### config.mk
export PLATFORM = sky130hd
export DESIGN_NAME = xlate_unit
export DESIGN_NICKNAME = d
export VERILOG_FILES = /design/src/rtl/xlate_pkg.sv /design/src/rtl/xlate_victim.sv /design/src/rtl/xlate_tcache.sv /design/src/rtl/xlate_ctrl.sv /design/src/rtl/xlate_unit.sv
export SDC_FILE = /design/constraint.sdc
export NUM_CORES = 1
export LEC_CHECK = 0
export BUFFER_PORTS_ARGS = -buffer_cell sky130_fd_sc_hd__buf_2
export CORE_UTILIZATION = 47
export CTS_CLUSTER_DIAMETER = 40
export DETAILED_ROUTE_END_ITERATION = 12
export GPL_TIMING_DRIVEN = 0
export MAX_ROUTING_LAYER = met4
export SLEW_MARGIN = 40
export SYNTH_ARGS = -nofsm -noshare
export SYNTH_HDL_FRONTEND = slang
export SYNTH_SLANG_ARGS = --single-unit
### constraint.sdc
create_clock -name clk -period 3.9 [get_ports clk]
set_clock_uncertainty 0.15 [all_clocks]
set_input_delay 0.585 -clock clk [delete_from_list [all_inputs] [get_ports clk]]
set_output_delay 0.585 -clock clk [all_outputs]
set_load 0.005 [all_outputs]
### src/rtl/xlate_pkg.sv
package xlate_pkg;
  typedef enum logic [1:0] {
    ST_IDLE = 2'd0,
    ST_READ = 2'd1,
    ST_RESP = 2'd2
  } xl_state_e;
endpackage

### src/rtl/xlate_victim.sv
module xlate_victim #(
  parameter int WAYS  = 4,
  parameter int WAY_W = 2
) (
  input  logic [WAYS-1:0]  row_valid,
  input  logic [WAY_W-1:0] rr_ptr,
  output logic [WAY_W-1:0] way,
  output logic             has_free
);
  always_comb begin
    way      = rr_ptr;
    has_free = 1'b0;
    for (int w = WAYS - 1; w >= 0; w--) begin
      if (!row_valid[w]) begin
        way      = WAY_W'(w);
        has_free = 1'b1;
      end
    end
  end
endmodule

### src/rtl/xlate_tcache.sv
module xlate_tcache #(
  parameter int SETS  = 4,
  parameter int WAYS  = 4,
  parameter int TAG_W = 6,
  parameter int PPN_W = 6,
  localparam int IDX_W = (SETS > 1) ? $clog2(SETS) : 1,
  localparam int WAY_W = (WAYS > 1) ? $clog2(WAYS) : 1
) (
  input  logic             clk,
  input  logic             rst,
  input  logic             flush,
  input  logic [IDX_W-1:0] lk_idx,
  input  logic [TAG_W-1:0] lk_tag,
  output logic             lk_hit,
  output logic [PPN_W-1:0] lk_ppn,
  input  logic             wr_en,
  input  logic [IDX_W-1:0] wr_idx,
  input  logic [TAG_W-1:0] wr_tag,
  input  logic [PPN_W-1:0] wr_ppn
);
  logic [WAYS-1:0]  vld_q [SETS];
  logic [WAY_W-1:0] ptr_q [SETS];
  logic [TAG_W-1:0] tag_q [SETS][WAYS];
  logic [PPN_W-1:0] ppn_q [SETS][WAYS];

  logic [WAYS-1:0]  match_vec;
  logic [WAY_W-1:0] vic_way;
  logic             vic_free;
  logic             any_vld;

  always_comb begin
    match_vec = '0;
    lk_ppn    = '0;
    for (int w = 0; w < WAYS; w++) begin
      if (vld_q[lk_idx][w] && (tag_q[lk_idx][w] == lk_tag)) begin
        match_vec[w] = 1'b1;
        lk_ppn       = lk_ppn | ppn_q[lk_idx][w];
      end
    end
    lk_hit = |match_vec;
  end

  always_comb begin
    any_vld = 1'b0;
    for (int s = 0; s < SETS; s++) any_vld = any_vld | (|vld_q[s]);
  end

  xlate_victim #(.WAYS(WAYS), .WAY_W(WAY_W)) u_victim (
    .row_valid (vld_q[wr_idx]),
    .rr_ptr    (ptr_q[wr_idx]),
    .way       (vic_way),
    .has_free  (vic_free)
  );

  always_ff @(posedge clk) begin
    if (rst || flush) begin
      for (int s = 0; s < SETS; s++) begin
        vld_q[s] <= '0;
        ptr_q[s] <= '0;
      end
    end else if (wr_en) begin
      vld_q[wr_idx][vic_way] <= 1'b1;
      if (!vic_free) begin
        ptr_q[wr_idx] <= (ptr_q[wr_idx] == WAY_W'(WAYS - 1)) ? '0 : ptr_q[wr_idx] + 1'b1;
      end
    end
  end

  // Tag and page storage carry no reset, as in a RAM.
  always_ff @(posedge clk) begin
    if (wr_en && !flush && !rst) begin
      tag_q[wr_idx][vic_way] <= wr_tag;
      ppn_q[wr_idx][vic_way] <= wr_ppn;
    end
  end


  single_match_chk: assert property (@(posedge clk) disable iff (rst)
    $onehot0(match_vec));


  flush_empty_chk: assert property (@(posedge clk) disable iff (rst)
    flush |=> !any_vld);


  reset_empty_chk: assert property (@(posedge clk)
    rst |=> !any_vld);
endmodule

### src/rtl/xlate_ctrl.sv
module xlate_ctrl
  import xlate_pkg::*;
#(
  parameter int VPN_W = 8,
  parameter int PPN_W = 6,
  parameter int OFF_W = 6,
  parameter int IDX_W = 2,
  localparam int TAG_W = VPN_W - IDX_W,
  localparam int PA_W  = PPN_W + OFF_W,
  localparam int VA_W  = VPN_W + OFF_W
) (
  input  logic             clk,
  input  logic             rst,
  input  logic             req_valid,
  input  logic [VA_W-1:0]  req_vaddr,
  input  logic             hit_in,
  input  logic [PPN_W-1:0] hit_ppn,
  output logic             busy,
  output logic             resp_valid,
  output logic             resp_hit,
  output logic             resp_fault,
  output logic [PA_W-1:0]  resp_paddr,
  output logic             pt_rd_en,
  output logic [VPN_W-1:0] pt_rd_addr,
  input  logic [PPN_W:0]   pt_rd_data,
  output logic             wr_en,
  output logic [IDX_W-1:0] wr_idx,
  output logic [TAG_W-1:0] wr_tag,
  output logic [PPN_W-1:0] wr_ppn
);
  xl_state_e        state_q;
  logic [OFF_W-1:0] off_q;
  logic             pte_ok;

  assign pte_ok = pt_rd_data[PPN_W];
  assign busy   = (state_q != ST_IDLE);
  assign wr_en  = (state_q == ST_RESP) && pte_ok;
  assign wr_idx = pt_rd_addr[IDX_W-1:0];
  assign wr_tag = pt_rd_addr[VPN_W-1:IDX_W];
  assign wr_ppn = pt_rd_data[PPN_W-1:0];

  always_ff @(posedge clk) begin
    if (rst) begin
      state_q    <= ST_IDLE;
      off_q      <= '0;
      resp_valid <= 1'b0;
      resp_hit   <= 1'b0;
      resp_fault <= 1'b0;
      resp_paddr <= '0;
      pt_rd_en   <= 1'b0;
      pt_rd_addr <= '0;
    end else begin
      resp_valid <= 1'b0;
      pt_rd_en   <= 1'b0;
      case (state_q)
        ST_IDLE: begin
          if (req_valid) begin
            if (hit_in) begin
              resp_valid <= 1'b1;
              resp_hit   <= 1'b1;
              resp_fault <= 1'b0;
              resp_paddr <= {hit_ppn, req_vaddr[OFF_W-1:0]};
            end else begin
              state_q    <= ST_READ;
              pt_rd_en   <= 1'b1;
              pt_rd_addr <= req_vaddr[VA_W-1:OFF_W];
              off_q      <= req_vaddr[OFF_W-1:0];
            end
          end
        end
        ST_READ: state_q <= ST_RESP;
        ST_RESP: begin
          state_q    <= ST_IDLE;
          resp_valid <= 1'b1;
          resp_hit   <= 1'b0;
          resp_fault <= !pte_ok;
          resp_paddr <= pte_ok ? {pt_rd_data[PPN_W-1:0], off_q} : '0;
        end
        default: state_q <= ST_IDLE;
      endcase
    end
  end


  offset_pass_chk: assert property (@(posedge clk) disable iff (rst)
    (resp_valid && resp_hit) |-> (resp_paddr[OFF_W-1:0] == $past(req_vaddr[OFF_W-1:0])));


  miss_reads_chk: assert property (@(posedge clk) disable iff (rst)
    $rose(busy) |-> pt_rd_en);


  single_read_chk: assert property (@(posedge clk) disable iff (rst)
    pt_rd_en |=> !pt_rd_en);


  fault_shape_chk: assert property (@(posedge clk) disable iff (rst)
    (resp_valid && resp_fault) |-> (!resp_hit && resp_paddr == '0));


  busy_quiet_chk: assert property (@(posedge clk) disable iff (rst)
    busy |-> !resp_valid);
endmodule

### src/rtl/xlate_unit.sv
module xlate_unit #(
  parameter int VA_W = 14,
  parameter int PA_W = 12,
  parameter int OFF_W = 6,
  parameter int SETS = 4,
  parameter int WAYS = 4,
  localparam int VPN_W = VA_W - OFF_W,
  localparam int PPN_W = PA_W - OFF_W,
  localparam int IDX_W = (SETS > 1) ? $clog2(SETS) : 1,
  localparam int TAG_W = VPN_W - IDX_W
) (
  input  logic             clk,
  input  logic             rst,
  input  logic             flush,
  input  logic             req_valid,
  input  logic [VA_W-1:0]  req_vaddr,
  output logic             busy,
  output logic             resp_valid,
  output logic             resp_hit,
  output logic             resp_fault,
  output logic [PA_W-1:0]  resp_paddr,
  output logic             pt_rd_en,
  output logic [VPN_W-1:0] pt_rd_addr,
  input  logic [PPN_W:0]   pt_rd_data
);
  logic             lk_hit;
  logic [PPN_W-1:0] lk_ppn;
  logic             wr_en;
  logic [IDX_W-1:0] wr_idx;
  logic [TAG_W-1:0] wr_tag;
  logic [PPN_W-1:0] wr_ppn;

  xlate_tcache #(.SETS(SETS), .WAYS(WAYS), .TAG_W(TAG_W), .PPN_W(PPN_W)) u_cache (
    .clk    (clk),
    .rst    (rst),
    .flush  (flush),
    .lk_idx (req_vaddr[OFF_W+IDX_W-1:OFF_W]),
    .lk_tag (req_vaddr[VA_W-1:OFF_W+IDX_W]),
    .lk_hit (lk_hit),
    .lk_ppn (lk_ppn),
    .wr_en  (wr_en),
    .wr_idx (wr_idx),
    .wr_tag (wr_tag),
    .wr_ppn (wr_ppn)
  );

  xlate_ctrl #(.VPN_W(VPN_W), .PPN_W(PPN_W), .OFF_W(OFF_W), .IDX_W(IDX_W)) u_ctrl (
    .clk        (clk),
    .rst        (rst),
    .req_valid  (req_valid),
    .req_vaddr  (req_vaddr),
    .hit_in     (lk_hit),
    .hit_ppn    (lk_ppn),
    .busy       (busy),
    .resp_valid (resp_valid),
    .resp_hit   (resp_hit),
    .resp_fault (resp_fault),
    .resp_paddr (resp_paddr),
    .pt_rd_en   (pt_rd_en),
    .pt_rd_addr (pt_rd_addr),
    .pt_rd_data (pt_rd_data),
    .wr_en      (wr_en),
    .wr_idx     (wr_idx),
    .wr_tag     (wr_tag),
    .wr_ppn     (wr_ppn)
  );
endmodule

==> out/metrics.csv <==
metric;value;unit
root buf cell;clkbuf_16;
fmax;273;MHz
R2R cell count;8;
vias in the first global route;6142;
post-place setup slack;-0.372;ns
part of the cycle the worst path needs;0.939;
Syn Std Cell Area;10300;µm²
drt first pass iters;5;
Leak;4.08;nW
DRC viols;0;
Routed WL;23.3;mm
DR vias/cell;5.88;
Post-CTS Hold Fix Bufs;0;
Ports;50;
Pwr Total;6.29;mW
ys async rst share;0;
post-synth cell types;47;
global routing met3 resource utilization;0.0357;
first-pass GRT wire length;35.7;mm
GRT busiest layer;met2;
part of the power in combinational logic;0.050;
power per standard cell area;524;nW/µm²
total grt overflow;0;
RSZ-0062 raised after global routing;false;
CTS clock-pin slew for the worst setup and hold paths;0.05;ns
Worst-Margin Slew;0.862;ns
full die area;22400;µm²
Avg Cell Area, Syn;15.9;µm²
Setup CP Type;primary input to register;
final setup fails;0;
hold slack;0.209;ns
I/O Buffers;40;
minimum clock period;3.66;ns
Worst Path Arrival;3.89;ns
DP Wirelength;15.3;mm
die height;150;µm
min-delay worst type;primary input to register;
via count;6000;
Reg power frac;0.473;
TritonCTS clock tree;yes;
Core Rows;53;
Switching Fraction;0.217;
worst hold stages;3;
Max Cap Violations;0;
outcome;finished clean;
number of fill cells;1694;
# nets final;745;
Yosys warnings;0;
slowest CP cell;clkbuf_1;
Sink Count;250;
routed len/inst;22.8;µm
post-synth net total;669;
final worst slack;0.238;ns
Skew-Pair Late Insertion Delay;0.50;ns
cells after synthesis;643;
Worst path max stage delay;0.58;ns
diode count;0;
gpl congestion;0.873;
grt met2 use;0.351;
Post-CTS Setup Inserts;0;
post-route ant nets;0;
clk buf depth;3;
Synth Flop Type;edfxtp_1;
area occupied by multi-input gates;2920;µm²
Worst slew margin;0.425;
Worst Setup Start Kind;primary input;
EDFF count, synth;216;
CP most frequent cell;buf_2;
layout cells sized above 1;0.236;
Clock power frac;0.477;
Yosys reg bits;250;
initial DRC count;517;
cells along the critical path;buf_2, buf_2, buf_4, buf_4, buf_2, clkbuf_1, mux4_2, a221oi_1, a21oi_1, o31a_1;
initial antenna violation count;0;
P_int;4.93;mW
Crit path required time;4.13;ns
Net Sw Power;1.36;mW
Slew Limit Fails;0;
die width;150;µm
gr usage total;0.224;
H-tree Lvls;2;
register area share after synthesis;0.699;
Fin. Hold Viols;0;
crit end category;register;
CORE AREA;21200;µm²
met1 Usage GRT;0.300;
largest net degree at the start of global routing;19;
register area;7170;µm²
utilization after layout;0.566;
Starting Density;0.483;
Layout area overhead;17.1;%
VDD IR-drop max;0.329;mV
CTS Buf Count;34;
crit path max fanout;10;
[state kept, by name, indices dropped and copies added, names as in the netlist, 2 cells and up, named ones only]
register,count
u_cache.ppn_q,96
u_cache.tag_q,96
u_cache.vld_q,16
u_ctrl.resp_paddr,12
u_cache.ptr_q,8
u_ctrl.pt_rd_addr,8
u_ctrl.off_q,6
u_ctrl.state_q,2
[cell usage in the layout, fill, tap and decap left out, drive strengths merged, types with 2 or more instances in the layout]
master,n
a311oi,5
a21oi,42
a32oi,3
clkinv,9
mux2i,16
xnor2,25
buf,58
nand3b,2
nand2b,6
clkinvlp,2
a32o,6
dfxtp,34
or2,2
nand2,17
nor3,7
nand4,3
inv,12
edfxtp,216
o32ai,4
and3,7
nand3,23
xor2,9
clkbuf,75
mux2,2
mux4,44
o31a,6
nor2,48
or4,4
nor2b,6
a221oi,7
o21ai,32
[synthesized netlist by cell type (all sizes together) (7+ instances only)]
master  number  share of area
xnor2       25          0.021
buf         19          0.011
clkbuf      28          0.010
inv          8         0.0029
dfxtp       34          0.066
and3         7         0.0043
a221oi       7         0.0060
mux2i       16          0.016
edfxtp     216           0.63
a21oi       42          0.021
nand2       17         0.0062
nor2        48          0.018
mux4        44          0.097
o21ai       32          0.016
nor3         7         0.0034
xor2         9         0.0077
nand3       23          0.011
[worst paths after layout]
check                                      from               endpoint  slack, ns
worst max register to register         register    u_cache.ppn_q[3][3]       0.28
worst min-delay path               req_vaddr[0]        u_ctrl.off_q[0]       0.21
worst max-delay path               req_vaddr[7]  u_ctrl.resp_paddr[10]       0.24
worst min register to register  u_ctrl.off_q[0]        u_ctrl.off_q[0]       0.33
[power by group through the flow]
| stage | logic [mW] | registers [mW] | clock network [mW] |
|---|---|---|---|
| after floorplan | 0.200 | 3.02 | 0 |
| after global placement | 0.303 | 3.03 | 0 |
| after detailed placement | 0.311 | 3.03 | 0 |
| after CTS | 0.313 | 2.98 | 3.04 |
| after global routing | 0.343 | 2.98 | 3.15 |
| final | 0.314 | 2.98 | 3.00 |
[layer usage]
metal	share of wire	routed length (µm)	vias to the layer above
met5	0	0	-
met4	0.026	605	0
met3	0.057	1330	50
met2	0.48	11100	201
met1	0.44	10200	3073
li1	-	-	2676
[critical path, delay by kind of cell]
kind,cells,cell delay (ns)
buf+inv,6,1.92
compound gates,3,0.95
mux,1,0.41
[cell type report]
class | instances | share of cell area
multi-input combinational | 338 | 0.243
buffer | 47 | 0.0186
timing repair buffer | 40 | 0.0167
clock buffer | 46 | 0.0826
tap | 275 | 0.0287
sequential | 250 | 0.597
clock inverter | 16 | 0.0106
inverter | 8 | 0.00250
[metrics by stage]
stage,setup TNS [ns],cell area [µm²],cells
2_1_floorplan,0,10300,643
3_3_place_gp,-16.56,10800,958
3_5_place_dp,-5.71,10900,958
4_1_cts,0,12000,1020
5_1_grt,0,12000,1020
6_report,0,12000,1020
[cells by family after synthesis]
kind of cell | after synthesis | synth area share
AO/OA/AOI/OAI | 112 | 0.0713
XOR/XNOR | 34 | 0.0290
adder cells (fa/ha/maj) | 1 | 0.00122
buffers and inverters | 55 | 0.0243
flip-flops | 250 | 0.699
multiplexers | 62 | 0.115
AND/OR/NAND/NOR | 129 | 0.0604
[timing repair]
action                     CTS  global route
hold endpoints to repair     0             0
setup endpoints to repair    0             2
resized for setup            0             2
No activity file was read; power rests on OpenSTA's default activity.
